$ cat src/rtl/rxc_pkg.sv
package rxc_pkg;
  // Source of a firing decision, used for readability of the trigger logic.
  typedef enum logic [1:0] {
    FIRE_NONE = 2'd0,
    FIRE_COUNT = 2'd1,
    FIRE_TIME = 2'd2,
    FIRE_EACH = 2'd3
  } fire_src_e;
endpackage

$ cat src/rtl/rxc_prescaler.sv
module rxc_prescaler #(
  parameter int unsigned W = 11
) (
  input  logic clk,
  input  logic rst_n,
  input  logic en,
  output logic tick_o
);
  logic [W-1:0] cnt;

  always_ff @(posedge clk) begin
    if (!rst_n) cnt <= '0;
    else if (en) cnt <= cnt + 1'b1;
  end

  assign tick_o = en && (&cnt);

  // a boundary wraps the prescaler back to zero
  a_r4_wrap_to_zero: assert property (@(posedge clk) disable iff (!rst_n)
    tick_o |=> (cnt == '0));
  // disabled cycles leave the prescaler untouched
  a_r4_hold_when_idle: assert property (@(posedge clk) disable iff (!rst_n)
    !en |=> $stable(cnt));
endmodule

$ cat src/rtl/rxc_sat_counter.sv
module rxc_sat_counter #(
  parameter int unsigned W = 9
) (
  input  logic         clk,
  input  logic         rst_n,
  input  logic         inc,
  input  logic         clr,
  output logic [W-1:0] q
);
  always_ff @(posedge clk) begin
    if (!rst_n) q <= '0;
    else if (clr) q <= '0;
    else if (inc && !(&q)) q <= q + 1'b1;
  end

  // a clear request empties the counter on the next cycle
  a_r6_clear_empties: assert property (@(posedge clk) disable iff (!rst_n)
    clr |=> (q == '0));
  // saturation, the counter never wraps from all-ones to zero unless cleared
  a_r7_no_wrap: assert property (@(posedge clk) disable iff (!rst_n)
    ((&q) && !clr) |=> (&q));
endmodule

$ cat src/rtl/rxc_fire_seq.sv
module rxc_fire_seq (
  input  logic clk,
  input  logic rst_n,
  input  logic fire,
  output logic idx_update,
  output logic rx_done
);
  logic idx_q;
  logic done_q;

  always_ff @(posedge clk) begin
    if (!rst_n) begin
      idx_q  <= 1'b0;
      done_q <= 1'b0;
    end else begin
      idx_q  <= fire;
      done_q <= idx_q;
    end
  end

  assign idx_update = idx_q;
  assign rx_done    = done_q;

  // the index strobe is always followed by the event
  a_r10_strobe_then_done: assert property (@(posedge clk) disable iff (!rst_n)
    idx_update |=> rx_done);
  // no event without the strobe one cycle earlier
  a_r10_done_has_strobe: assert property (@(posedge clk) disable iff (!rst_n)
    rx_done |-> $past(idx_update));
endmodule

$ cat src/rtl/rx_coalesce_timer.sv
module rx_coalesce_timer #(
  parameter int unsigned CFG_W    = 32,
  parameter int unsigned PKT_LSB  = 0,
  parameter int unsigned PKT_W    = 9,
  parameter int unsigned TIME_LSB = 12,
  parameter int unsigned TIME_W   = 8,
  parameter int unsigned PRESC_W  = 11
) (
  input  logic             clk,
  input  logic             rst_n,
  input  logic             frame_done,
  input  logic             tick_en,
  input  logic [CFG_W-1:0] cfg_word,
  output logic             idx_update,
  output logic             rx_done
);
  import rxc_pkg::*;

  localparam int unsigned PKT_SUM_W  = PKT_W + 1;
  localparam int unsigned TIME_SUM_W = TIME_W + 1;

  logic [PKT_W-1:0]  pkt_lim;
  logic [TIME_W-1:0] time_lim;
  logic [PKT_W-1:0]  pkt_cnt;
  logic [TIME_W-1:0] time_cnt;
  logic              blk_tick;
  logic              pending;
  logic              time_adv;
  logic              fire;
  fire_src_e         src;

  logic [PKT_SUM_W-1:0]  pkt_next;
  logic [TIME_SUM_W-1:0] time_next;

  // only the two limit fields are decoded
  assign pkt_lim  = cfg_word[PKT_LSB +: PKT_W];
  assign time_lim = cfg_word[TIME_LSB +: TIME_W];

  rxc_prescaler #(.W(PRESC_W)) u_presc (
    .clk   (clk),
    .rst_n (rst_n),
    .en    (tick_en),
    .tick_o(blk_tick)
  );

  assign pending  = (pkt_cnt != '0);
  assign time_adv = blk_tick && pending;

  assign pkt_next  = {1'b0, pkt_cnt} + PKT_SUM_W'(1);
  assign time_next = {1'b0, time_cnt} + TIME_SUM_W'(1);

  always_comb begin
    src = FIRE_NONE;
    if (pkt_lim == '0 && time_lim == '0) begin
      if (frame_done) src = FIRE_EACH;
    end else begin
      if (pkt_lim != '0 && frame_done && pkt_next >= {1'b0, pkt_lim})
        src = FIRE_COUNT;
      else if (time_lim != '0 && time_adv && time_next >= {1'b0, time_lim})
        src = FIRE_TIME;
    end
  end

  assign fire = (src != FIRE_NONE);

  rxc_sat_counter #(.W(PKT_W)) u_pkt_cnt (
    .clk  (clk),
    .rst_n(rst_n),
    .inc  (frame_done),
    .clr  (fire),
    .q    (pkt_cnt)
  );

  rxc_sat_counter #(.W(TIME_W)) u_time_cnt (
    .clk  (clk),
    .rst_n(rst_n),
    .inc  (time_adv),
    .clr  (fire),
    .q    (time_cnt)
  );

  rxc_fire_seq u_seq (
    .clk       (clk),
    .rst_n     (rst_n),
    .fire      (fire),
    .idx_update(idx_update),
    .rx_done   (rx_done)
  );

  // never fire with nothing pending
  a_r5_no_empty_fire: assert property (@(posedge clk) disable iff (!rst_n)
    fire |-> (pending || frame_done));
  // the time counter stays at zero while nothing is pending
  a_r5_idle_time_still: assert property (@(posedge clk) disable iff (!rst_n)
    (!pending && !frame_done) |=> (time_cnt == '0));
  // both counters restart after a firing
  a_r6_both_cleared: assert property (@(posedge clk) disable iff (!rst_n)
    fire |=> (pkt_cnt == '0 && time_cnt == '0));
  // a zero frame limit only fires on a block boundary
  a_r7_count_off: assert property (@(posedge clk) disable iff (!rst_n)
    (pkt_lim == '0 && time_lim != '0 && !blk_tick) |-> !fire);
  // a zero time limit only fires on a frame
  a_r8_time_off: assert property (@(posedge clk) disable iff (!rst_n)
    (time_lim == '0 && !frame_done) |-> !fire);
  // both limits zero, every frame is reported as a strobe next cycle
  a_r9_each_frame: assert property (@(posedge clk) disable iff (!rst_n)
    (pkt_lim == '0 && time_lim == '0 && frame_done) |=> idx_update);
endmodule

$ cat config.mk
export PLATFORM = sky130hd
export DESIGN_NAME = rx_coalesce_timer
export DESIGN_NICKNAME = d
export VERILOG_FILES = /design/src/rtl/rxc_pkg.sv /design/src/rtl/rxc_prescaler.sv /design/src/rtl/rxc_sat_counter.sv /design/src/rtl/rxc_fire_seq.sv /design/src/rtl/rx_coalesce_timer.sv
export SDC_FILE = /design/constraint.sdc
export NUM_CORES = 1
export LEC_CHECK = 0
export BUFFER_PORTS_ARGS = -buffer_cell sky130_fd_sc_hd__buf_4
export CAP_MARGIN = 20
export CORE_AREA = 2 2 69 71
export DETAILED_ROUTE_END_ITERATION = 8
export DIE_AREA = 0 0 71 73
export GPL_ROUTABILITY_DRIVEN = 1
export PLACE_DENSITY = 0.7
export SLEW_MARGIN = 20
export SYNTH_ARGS = -nofsm -noshare
export SYNTH_HDL_FRONTEND = slang
export SYNTH_SLANG_ARGS = --single-unit
$ cat constraint.sdc
create_clock -name clk -period 4.1 [get_ports clk]
set_clock_uncertainty 0.15 [all_clocks]
set_input_delay 1.23 -clock clk [delete_from_list [all_inputs] [get_ports clk]]
set_output_delay 1.23 -clock clk [all_outputs]
set_load 0.02 [all_outputs]
==> results.toml <==
[drt]
post_drt_wl_per_cell_um = 12.13
first_iter_violations = 46
drcViolationCount = 0
num_vias = 1639
ant_nets = 0
routed_wl_mm = 3.821
routed_via_density = 5.203
dr.pass1.iters = 4

[pwr]
p_leak_nw = 1.123
seqPwrFrac = 0.452
power_density_nw_per_um2 = 271.4
clockPowerShare = 0.454
pwr-share-comb = 0.094
p_sw_frac = 0.2144
ir_worst_vdd_uv = 197.1
power.switching_w = 0.0001425
internal_power_w = 0.0005221

[worst_setup_path]
cp_cell_sequence = "ha_1 > nand3_1 > nor2_1 > and3_1 > ha_1 > ha_1 > nand3_1 > nor3_1 > a211oi_1 > a31oi_4 > a211oi_1"
cp_slowest_stage_delay_ns = 0.61
crit_fanout = 18
worstPathRequired_ns = 4.07
worstPathArrival_ns = 3.23
critPathLaunchType = "flip-flop"
critPathTopFamily = "simple AND/OR/NAND/NOR gates"
critical_path_buf_inv_count = 0
crit_path_frequent_cell = "ha_1"
endpoint_kind = "flip-flop"
cpMaxStageDelayCell = "a31oi_4"
worstSetupPathType = "flip-flop to flip-flop"

[logic_synthesis]
ys_seq_area_frac = 0.2824
synth_area_um2 = 2127
synth_top_area_frac = 0.2824
syn_nets = 294
netlist_top_cells_area = "dfxtp_1 (28%), ha_1 (13%), xor2_1 (7.8%)"
yosys-top-cells-count = "dfxtp_1 (30), ha_1 (22), inv_1 (21)"
synthCells = 236
avgSynthCellArea_um2 = 9.013
ys_types = 45
async_flop_share = 0
ys.flop_type = "dfxtp_1"
ys_warn_count = 0
synth_area_leader_cell = "dfxtp_1"
post-synth-top-count-cell = "dfxtp_1"
synth-edff-count = 0
synth-seq-cells = 30

[clock_tree]
cts.path.max_buffers = 2
clk_pin_slew_worst_paths_ns = 0.06
cts_buffers = 5
hold_buffers = 0
clock-sinks = 30
cts.repair.resized = 0
htree_levels = 2
clk-insertion-delay-late_ns = 0.28
clockRootBuffer = "clkbuf_8"
tritoncts = "built"
postCtsSetupBuffers = 0

[global_route]
grt_pass1_wl_mm = 6.693
grt_pass1_vias = 1572
grt_usage = 0.1615
grt_max_degree = 19
grt-ovfl-total = 0
antenna_found_initial = 0

[timing]
max_slew_margin = 0.5353
rsz0062_at_grt = "false"
hold_viol_final = 0
slew_viol_final = 0
post-route-period-util = 0.7945
setup_viol = 0
max_freq_ghz = 0.3070
fin_setup_tns_ns = 0
setup_slack_ns = 0.8425
tightest_slew_ns = 0.6957
fin_crit_ns = 3.258

[finish]
register_area_um2 = 600.6
drive_gt1_frac = 0.1992
design_area_um2 = 2449
final_cells = 315
nets = 319
multiInputGateArea_um2 = 1416
nFillCells = 405
diodes = 0
syn_to_final_growth_pct = 15.12
final_core_util = 0.5399

[floorplan]
pin_count = 38
fp.dieH_um = 73
fp.dieW_um = 71
rows = 25
die_area_um2 = 5183
core_um2 = 4536
initial_core_util = 0.4690

[placement]
gp_congestion = 0.7722
post-dp-hpwl_mm = 2.917
place_ws_ns = 0.8180
numPortBuffers = 22
placed_cells = 308
place_area_um2 = 2336

[hold_path]
hold_class = "flip-flop to flip-flop"

[run]
maxCapViolCount = 0

[run_status]
status = "complete, no violations"
[worst paths after layout]
path / from / endpoint / slack (ns) / cells past startpoint
worst max register to register: u_pkt_cnt.q[0]$_SDFFE_PP0P_ / u_time_cnt.q[3]$_SDFFE_PP0P_ / 0.84 / 11
worst min-delay path: u_seq.idx_update$_SDFF_PN0_ / u_seq.rx_done$_SDFF_PN0_ / 0.31 / 1
worst max-delay path: u_pkt_cnt.q[0]$_SDFFE_PP0P_ / u_time_cnt.q[3]$_SDFFE_PP0P_ / 0.84 / 11
worst min register to register: u_seq.idx_update$_SDFF_PN0_ / u_seq.rx_done$_SDFF_PN0_ / 0.31 / 1
[power groups by stage]
| stage | clock, W | sequential [W] | combinational (W) |
|---|---|---|---|
| floorplan | 0 | 0.000306 | 0.0000383 |
| global placement | 0 | 0.000307 | 0.0000614 |
| detailed placement | 0 | 0.000307 | 0.0000630 |
| CTS | 0.000310 | 0.000301 | 0.0000637 |
| global route | 0.000320 | 0.000301 | 0.0000715 |
| finish | 0.000302 | 0.000301 | 0.0000623 |
[layer usage]
metal / part of all wire / up-vias / wire (um) / GRT usage
met1: 0.50 / 752 / 1904 / 0.2042
met4: 0.0050 / 0 / 19 / 0.03774
met3: 0.026 / 2 / 100 / 0.04144
li1: - / 874 / - / -
met5: 0 / - / 0 / 0
met2: 0.47 / 11 / 1797 / 0.2773
[per-stage QoR]
stage	total power, W	hold WS [ns]
global placement	0.0003683	0.2972
finish	0.0006645	0.3111
global route	0.0006929	0.3435
detailed placement	0.0003703	0.2985
floorplan	0.0003441	0.3274
CTS	0.0006741	0.3134
[final cells by class]
cell class                      count  share of cell area
Multi-Input combinational cell    180              0.5784
Sequential cell                    30              0.2453
Timing Repair Buffer               23             0.07052
Clock buffer                        6             0.03373
Inverter                           21             0.03219
Tap cell                           54             0.02759
Clock inverter                      1             0.01226
[kinds of logic (layout without fill, tap and decap cells)]
logic type,count (synthesis),in the layout,share of synthesized area
adder cells (fa/ha/maj),22,22,0.1294
XOR/XNOR,31,31,0.1276
AND/OR/NAND/NOR,96,96,0.2900
buffers and inverters,26,51,0.05177
AO/OA/AOI/OAI,28,28,0.1047
flip-flops,30,30,0.2824
multiplexers,3,3,0.01412
[registers in the layout (all words and copies together) (netlist names)]
name	count
u_seq.rx_done	1
u_time_cnt.q	8
u_seq.idx_update	1
u_presc.cnt	11
u_pkt_cnt.q	9
[cells in the final DEF, fill, tap and decap left out, types with 2 or more instances in the layout]
cell type and count:
dfxtp_1 30, buf_4 23, ha_1 22, inv_1 21
xor2_1 19, nand2_1 16, xnor2_1 12, nand3_1 10
nor3_1 10, nor3_2 10, and2_1 9, nand4_1 7
o21ai_0 6, clkbuf_8 6, nor2_1 5, and3_1 5
a21oi_1 5, nand2b_1 4, nor4_1 3, a21o_1 3
a211oi_1 3, nor2b_1 3, or3_1 3, mux2i_1 3
or4_1 2, nor4b_1 2, a21boi_0 2
Note: power is estimated with default switching activity, not from simulation.
